==> src/rtl/isr_pkg.sv <==
package isr_pkg;
   localparam int unsigned NUM_COND = 4;
   localparam int unsigned NUM_LATCHED = 2;

   // bit positions, shared by every view
   localparam int unsigned B_OVR = 0;
   localparam int unsigned B_TMO = 1;
   localparam int unsigned B_RXQ = 2;
   localparam int unsigned B_TXQ = 3;

   localparam logic [NUM_COND-1:0] RAW_RESET = 4'b1000;

   typedef enum logic [1:0] {
      SEL_RAW    = 2'd0,
      SEL_MASK   = 2'd1,
      SEL_MASKED = 2'd2,
      SEL_CLEAR  = 2'd3
   } view_sel_e;
endpackage

==> src/rtl/isr_sticky_bit.sv <==
module isr_sticky_bit (
   input  logic clk,
   input  logic rst_n,
   input  logic set_i,
   input  logic clr_i,
   output logic q_o
);
   // set has priority over clear
   always_ff @(posedge clk or negedge rst_n) begin
      if (!rst_n)      q_o <= 1'b0;
      else if (set_i)  q_o <= 1'b1;
      else if (clr_i)  q_o <= 1'b0;
   end
endmodule

==> src/rtl/isr_level_bit.sv <==
module isr_level_bit #(
   parameter int unsigned CNT_W    = 4,
   parameter logic [CNT_W-1:0] THRESH = '0,
   parameter bit          AT_LEAST = 1'b1,
   parameter bit          RST_VAL  = 1'b0
) (
   input  logic             clk,
   input  logic             rst_n,
   input  logic [CNT_W-1:0] count_i,
   output logic             q_o
);
   logic hit;

   generate
      if (AT_LEAST) begin : g_ge
         assign hit = (count_i >= THRESH);
      end else begin : g_le
         assign hit = (count_i <= THRESH);
      end
   endgenerate

   always_ff @(posedge clk or negedge rst_n) begin
      if (!rst_n) q_o <= RST_VAL;
      else        q_o <= hit;
   end
endmodule

==> src/rtl/isr_rd_mux.sv <==
module isr_rd_mux
   import isr_pkg::*;
#(
   parameter int unsigned DATA_W = 32
) (
   input  logic [1:0]          sel_i,
   input  logic [NUM_COND-1:0] raw_i,
   input  logic [NUM_COND-1:0] mask_i,
   input  logic [NUM_COND-1:0] masked_i,
   output logic [DATA_W-1:0]   data_o
);
   always_comb begin
      data_o = '0;
      unique case (view_sel_e'(sel_i))
         SEL_RAW:    data_o[NUM_COND-1:0] = raw_i;
         SEL_MASK:   data_o[NUM_COND-1:0] = mask_i;
         SEL_MASKED: data_o[NUM_COND-1:0] = masked_i;
         SEL_CLEAR:  data_o = '0;
         default:    data_o = '0;
      endcase
   end
endmodule

==> src/rtl/intr_status_unit.sv <==
module intr_status_unit
   import isr_pkg::*;
#(
   parameter int unsigned DATA_W     = 32,
   parameter int unsigned FIFO_DEPTH = 8,
   parameter int unsigned CNT_W      = $clog2(FIFO_DEPTH + 1)
) (
   input  logic                clk,
   input  logic                rst_n,
   input  logic                ovr_evt,
   input  logic                tmo_evt,
   input  logic [CNT_W-1:0]    rx_count,
   input  logic [CNT_W-1:0]    tx_count,
   input  logic                wr_en,
   input  logic [1:0]          reg_sel,
   input  logic [3:0]          wr_data,
   output logic [DATA_W-1:0]   rd_data,
   output logic                irq
);
   localparam logic [CNT_W-1:0] HALF = CNT_W'(FIFO_DEPTH / 2);

   generate
      if (DATA_W < NUM_COND) begin : g_bad_width
         $error("DATA_W must hold all condition bits");
      end
      if (FIFO_DEPTH < 2) begin : g_bad_depth
         $error("FIFO_DEPTH must be at least 2");
      end
      if ((1 << CNT_W) <= FIFO_DEPTH) begin : g_bad_cnt
         $error("CNT_W too narrow for FIFO_DEPTH");
      end
   endgenerate

   logic                wr_mask;
   logic                wr_clear;
   logic [NUM_COND-1:0] raw_q;
   logic [NUM_COND-1:0] mask_q;
   logic [NUM_COND-1:0] masked;
   logic [NUM_LATCHED-1:0] set_vec;

   assign wr_mask  = wr_en && (view_sel_e'(reg_sel) == SEL_MASK);
   assign wr_clear = wr_en && (view_sel_e'(reg_sel) == SEL_CLEAR);
   assign set_vec[B_OVR] = ovr_evt;
   assign set_vec[B_TMO] = tmo_evt;

   // latched engine events
   generate
      for (genvar i = 0; i < NUM_LATCHED; i++) begin : g_latch
         isr_sticky_bit u_bit (
            .clk   (clk),
            .rst_n (rst_n),
            .set_i (set_vec[i]),
            .clr_i (wr_clear && wr_data[i]),
            .q_o   (raw_q[i])
         );
      end
   endgenerate

   // FIFO-level service requests
   isr_level_bit #(
      .CNT_W    (CNT_W),
      .THRESH   (HALF),
      .AT_LEAST (1'b1),
      .RST_VAL  (RAW_RESET[B_RXQ])
   ) u_rxq (
      .clk     (clk),
      .rst_n   (rst_n),
      .count_i (rx_count),
      .q_o     (raw_q[B_RXQ])
   );

   isr_level_bit #(
      .CNT_W    (CNT_W),
      .THRESH   (HALF),
      .AT_LEAST (1'b0),
      .RST_VAL  (RAW_RESET[B_TXQ])
   ) u_txq (
      .clk     (clk),
      .rst_n   (rst_n),
      .count_i (tx_count),
      .q_o     (raw_q[B_TXQ])
   );

   // enable register
   always_ff @(posedge clk or negedge rst_n) begin
      if (!rst_n)       mask_q <= '0;
      else if (wr_mask) mask_q <= wr_data;
   end

   assign masked = raw_q & mask_q;
   assign irq    = |masked;

   isr_rd_mux #(.DATA_W(DATA_W)) u_mux (
      .sel_i    (reg_sel),
      .raw_i    (raw_q),
      .mask_i   (mask_q),
      .masked_i (masked),
      .data_o   (rd_data)
   );
endmodule

==> config.mk <==
export PLATFORM = sky130hd
export DESIGN_NAME = intr_status_unit
export DESIGN_NICKNAME = d
export VERILOG_FILES = /design/src/rtl/isr_pkg.sv /design/src/rtl/isr_sticky_bit.sv /design/src/rtl/isr_level_bit.sv /design/src/rtl/isr_rd_mux.sv /design/src/rtl/intr_status_unit.sv
export SDC_FILE = /design/constraint.sdc
export NUM_CORES = 1
export LEC_CHECK = 0
export ABC_AREA = 1
export ABC_CLOCK_PERIOD_IN_PS = 1000
export BUFFER_PORTS_ARGS = -buffer_cell sky130_fd_sc_hd__buf_2
export CORE_ASPECT_RATIO = 0.6
export CORE_MARGIN = 1
export CORE_UTILIZATION = 25
export DETAILED_ROUTE_END_ITERATION = 6
export PLACE_DENSITY = 0.53
export SYNTH_ARGS = -nofsm -noshare
export SYNTH_HDL_FRONTEND = slang
export SYNTH_SLANG_ARGS = --single-unit
==> constraint.sdc <==
create_clock -name clk -period 1 [get_ports clk]
set_input_delay 0.2 -clock clk [delete_from_list [all_inputs] [get_ports clk]]
set_output_delay 0.2 -clock clk [all_outputs]
set_load 0.01 [all_outputs]
==> run summary <==
### Run status
• finished, violations left — status
• setup timing — violations in the final reports

### Synthesis
• 24.1% — simple-gate portion of the synthesized area
• 100% — share of async-settable or async-resettable flops after synthesis
• sky130_fd_sc_hd__nand2_1 — most frequent cell after synthesis
• 628 um2 — netlist area before placement
• sky130_fd_sc_hd__buf_4 (33%), sky130_fd_sc_hd__dfrtp_1 (28%), sky130_fd_sc_hd__nand2_1 (17%) — dominant cells by area after synthesis
• sky130_fd_sc_hd__nand2_1 (29), sky130_fd_sc_hd__buf_4 (28), sky130_fd_sc_hd__inv_1 (8) — Post-synth top cells
• 0% — share of synthesized cell area in full adder, half adder and majority cells
• sky130_fd_sc_hd__buf_4 — cell taking the most area after synthesis
• 0 — count of yosys warnings during synthesis
• 0% — post-synthesis share of cell area spent on xor and xnor gates
• 7.22 um2 — mean instance size in the synthesized netlist
• buffers and inverters — largest family of logic cells by synthesized area
• 8 — Yosys reg bits
• 32.1% — Seq/Total Area, Yosys
• sky130_fd_sc_hd__dfrtp_1 — most instantiated flip-flop cell in the synthesis netlist
• 13 — Distinct cells, synth
• 0% — multiplexer area fraction after synthesis
• 0 — Post-synth EDFFs
• 4.38% — area fraction in compound gates after synthesis
• 33.5% — post-synth top area share
• 87 — Cells after Synth

### Critical path
• sky130_fd_sc_hd__dfstp_2 — CP max-delay cell
• register to primary output — type of the worst setup path
• 800 ps — worst path required time
• register — type of origin of the critical path
• mask_q[1]$_DFFE_PN0P_ — capture instance of the worst register-to-register path
• 2 — total buffers and inverters traversed by the critical path
• 360 ps — setup slack of the worst register-to-register path
• flip-flops — kind of cell adding the most delay to the critical path
• 1060 ps — critical path arrival
• sky130_fd_sc_hd__nand2_1 — most common cell type on the critical path
• 520 ps — stage delay of the slowest cell on the critical path
• 2 — highest net fanout along the worst path
• primary output — kind of end point of the critical path
• u_txq.q_o$_DFF_PN1_ — startpoint of the most critical setup path
• 5 — number of cells on the critical path
• nand2_1 > nand2_1 > o21ai_1 > inv_1 > buf_2 — ordered cell list for the critical path
• 2 — Reg2Reg Depth
• rd_data[3] — termination of the worst setup path
• mask_q[1]$_DFFE_PN0P_ — critical register-to-register path startpoint

### Floorplan
• 0.00226 mm2 — Placeable Area
• 0.00272 mm2 — Die Area
• 52 — IO Pins
• 27.8% — effective utilization at floorplan
• 13 — row count
• 66.7 um — die extent in x
• 40.8 um — Die Y-Extent

### Global routing
• 1750 um — global-route wire length before repair
• 413 — vias in the first global route
• 9 — pin count of the biggest net entering global routing
• 0 — number of antenna violations at the first check in global routing
• 9.49% — GRT Total Usage
• 0 — GRT overflow

### Worst hold path
• 2 — cell count of the worst hold path
• input port to register — kind of path behind the tightest hold check

### Route
• 1110 um — final routed wirelength across all metal layers
• 504 — total via count after detailed routing
• 505 um — Met1 Routed Length
• 66 um — met3 layer wire length in the routed design
• 11 — number of DRC markers after the initial detailed-route iteration
• 502 um — wire length on met2
• 3.48 — via/cell ratio
• 4 — number of iterations in the first detailed-routing pass
• 0 — post-detailed-route count of antenna-violating nets
• 7.63 um — wire length per cell
• 0 — remaining routing DRC violations
• met4 — highest routed metal layer

### Timing
• 0.791 GHz — highest clock frequency the design can meet
• 87.6 ps — worst-case hold slack
• -265 ps — minimum setup slack in the final design
• -1010 ps — summed negative setup slack over all endpoints
• 1260 ps — post-layout min period
• 126% — post-route clock period utilization
• 0 — Hold Fails Final Rpt
• yes — unrepaired setup endpoints after global routing
• 5 — endpoints failing setup
• 0 — max-slew violations
• 0 ps — final worst clock skew

### Clocking
• 8 — CTS sink cnt
• 3 — number of buffers inserted during clock tree synthesis
• sky130_fd_sc_hd__clkbuf_8 — root buf cell
• 40 ps — clock slew seen by the registers of the worst setup and hold paths
• 1 — total number of H-tree levels
• 2 — Bufs on Longest Clock Path
• 230 ps — Skew-Pair Late Insertion Delay
• yes — TritonCTS clock tree

### Power and ir drop
• 0.723 mV — VDD IR-drop max
• 0.000471 uW — leakage power
• 1400 mW/mm2 — power density normalized to cell area

### Placed design
• 0.795 — GPL Wtd Cong
• 940 um — DP HPWL
• 21 — count of port buffers added during placement
• -54.3 ps — Setup WS pre-CTS

### Job
• 0 — maxcap violations

### Final layout
• 0 — Antenna diodes
• 277 — Fillers
• 284 um2 — area of the multi-input gates
• 135 — nets@finish
• 27.0% — proportion of layout cells with a drive suffix above 1
• 201 um2 — sequential cell area
• 17.7% — Area growth syn-to-layout
• 32.7% — Core Util, Final

registers in the layout (all words and copies together), names as in the netlist:
signal,count
mask_q,4
g_latch.u_bit.q_o,2
u_rxq.q_o,1
u_txq.q_o,1
report_power, final:
group / total, uW / internal [uW] / leakage (uW) / switching (uW)
sequential: 388 / 360 / 0.0000889 / 27.8
combinational: 232 / 89.4 / 0.000359 / 142
clock: 414 / 277 / 0.0000228 / 137
total: 1030 / 727 / 0.000471 / 307
cell families after synthesis:
group	Yosys count
buffers and inverters	37
DFF	8
and+or+nand+nor	36
AOI/OAI and AO/OA	5
other	1
cell usage in the layout (no fill, tap or decap):
cell type	synthesis	final
sky130_fd_sc_hd__buf_2	0	21
sky130_fd_sc_hd__buf_4	28	3
sky130_fd_sc_hd__clkbuf_1	0	1
sky130_fd_sc_hd__clkbuf_8	0	3
sky130_fd_sc_hd__conb_1	1	28
sky130_fd_sc_hd__dfrtp_1	7	7
sky130_fd_sc_hd__dfstp_2	1	1
sky130_fd_sc_hd__dlygate4sd3_1	0	1
sky130_fd_sc_hd__inv_1	8	8
sky130_fd_sc_hd__inv_2	1	1
sky130_fd_sc_hd__nand2_1	29	29
sky130_fd_sc_hd__nand3_2	1	1
sky130_fd_sc_hd__nand4_1	3	3
sky130_fd_sc_hd__nor2_1	2	2
sky130_fd_sc_hd__o21a_1	1	1
sky130_fd_sc_hd__o21ai_0	4	3
sky130_fd_sc_hd__o21ai_1	0	1
sky130_fd_sc_hd__or2_2	1	1
timing repair:
action | CTS | global route
pin swaps | 1 | 0
gates resized for setup | 1 | 0
hold buffers | 1 | 0
buffers inserted | 0 | 0
endpoints found under the setup margin | 5 | 5
hold endpoints to repair | 7 | 0
per-layer routing:
metal,GRT usage (%),up-vias
li1,-,264
met1,11.5,215
met2,14.9,21
met3,2.22,4
met4,7.98,0
met5,0,-
worst min path at each step:
| stage | startpoint | slack [ps] | endpoint |
|---|---|---|---|
| after floorplan | rst_n | -100 | g_latch[0].u_bit.q_o$_DFFE_PN0P_ |
| after global placement | rst_n | 50 | g_latch[0].u_bit.q_o$_DFFE_PN0P_ |
| after detailed placement | rst_n | 50 | g_latch[0].u_bit.q_o$_DFFE_PN0P_ |
| after CTS | tx_count[3] | 80 | u_txq.q_o$_DFF_PN1_ |
| after global routing | tx_count[3] | 110 | u_txq.q_o$_DFF_PN1_ |
| final | tx_count[3] | 90 | u_txq.q_o$_DFF_PN1_ |
stage by stage:
stage               area (um2)  cells  power [uW]
detailed placement         684    140         621
floorplan                  729    114         603
finish                     739    145        1030
global placement           684    140         619
global route               739    145        1110
CTS                        739    145        1040
layout make-up:
cell class	instances	share of cell area [%]
Tap cell	30	5.08
Clock buffer	4	6.09
Multi-Input combinational cell	69	38.4
Inverter	9	4.57
Timing Repair Buffer	25	18.6
Sequential cell	8	27.2
Power figures use the tool's default switching activity.
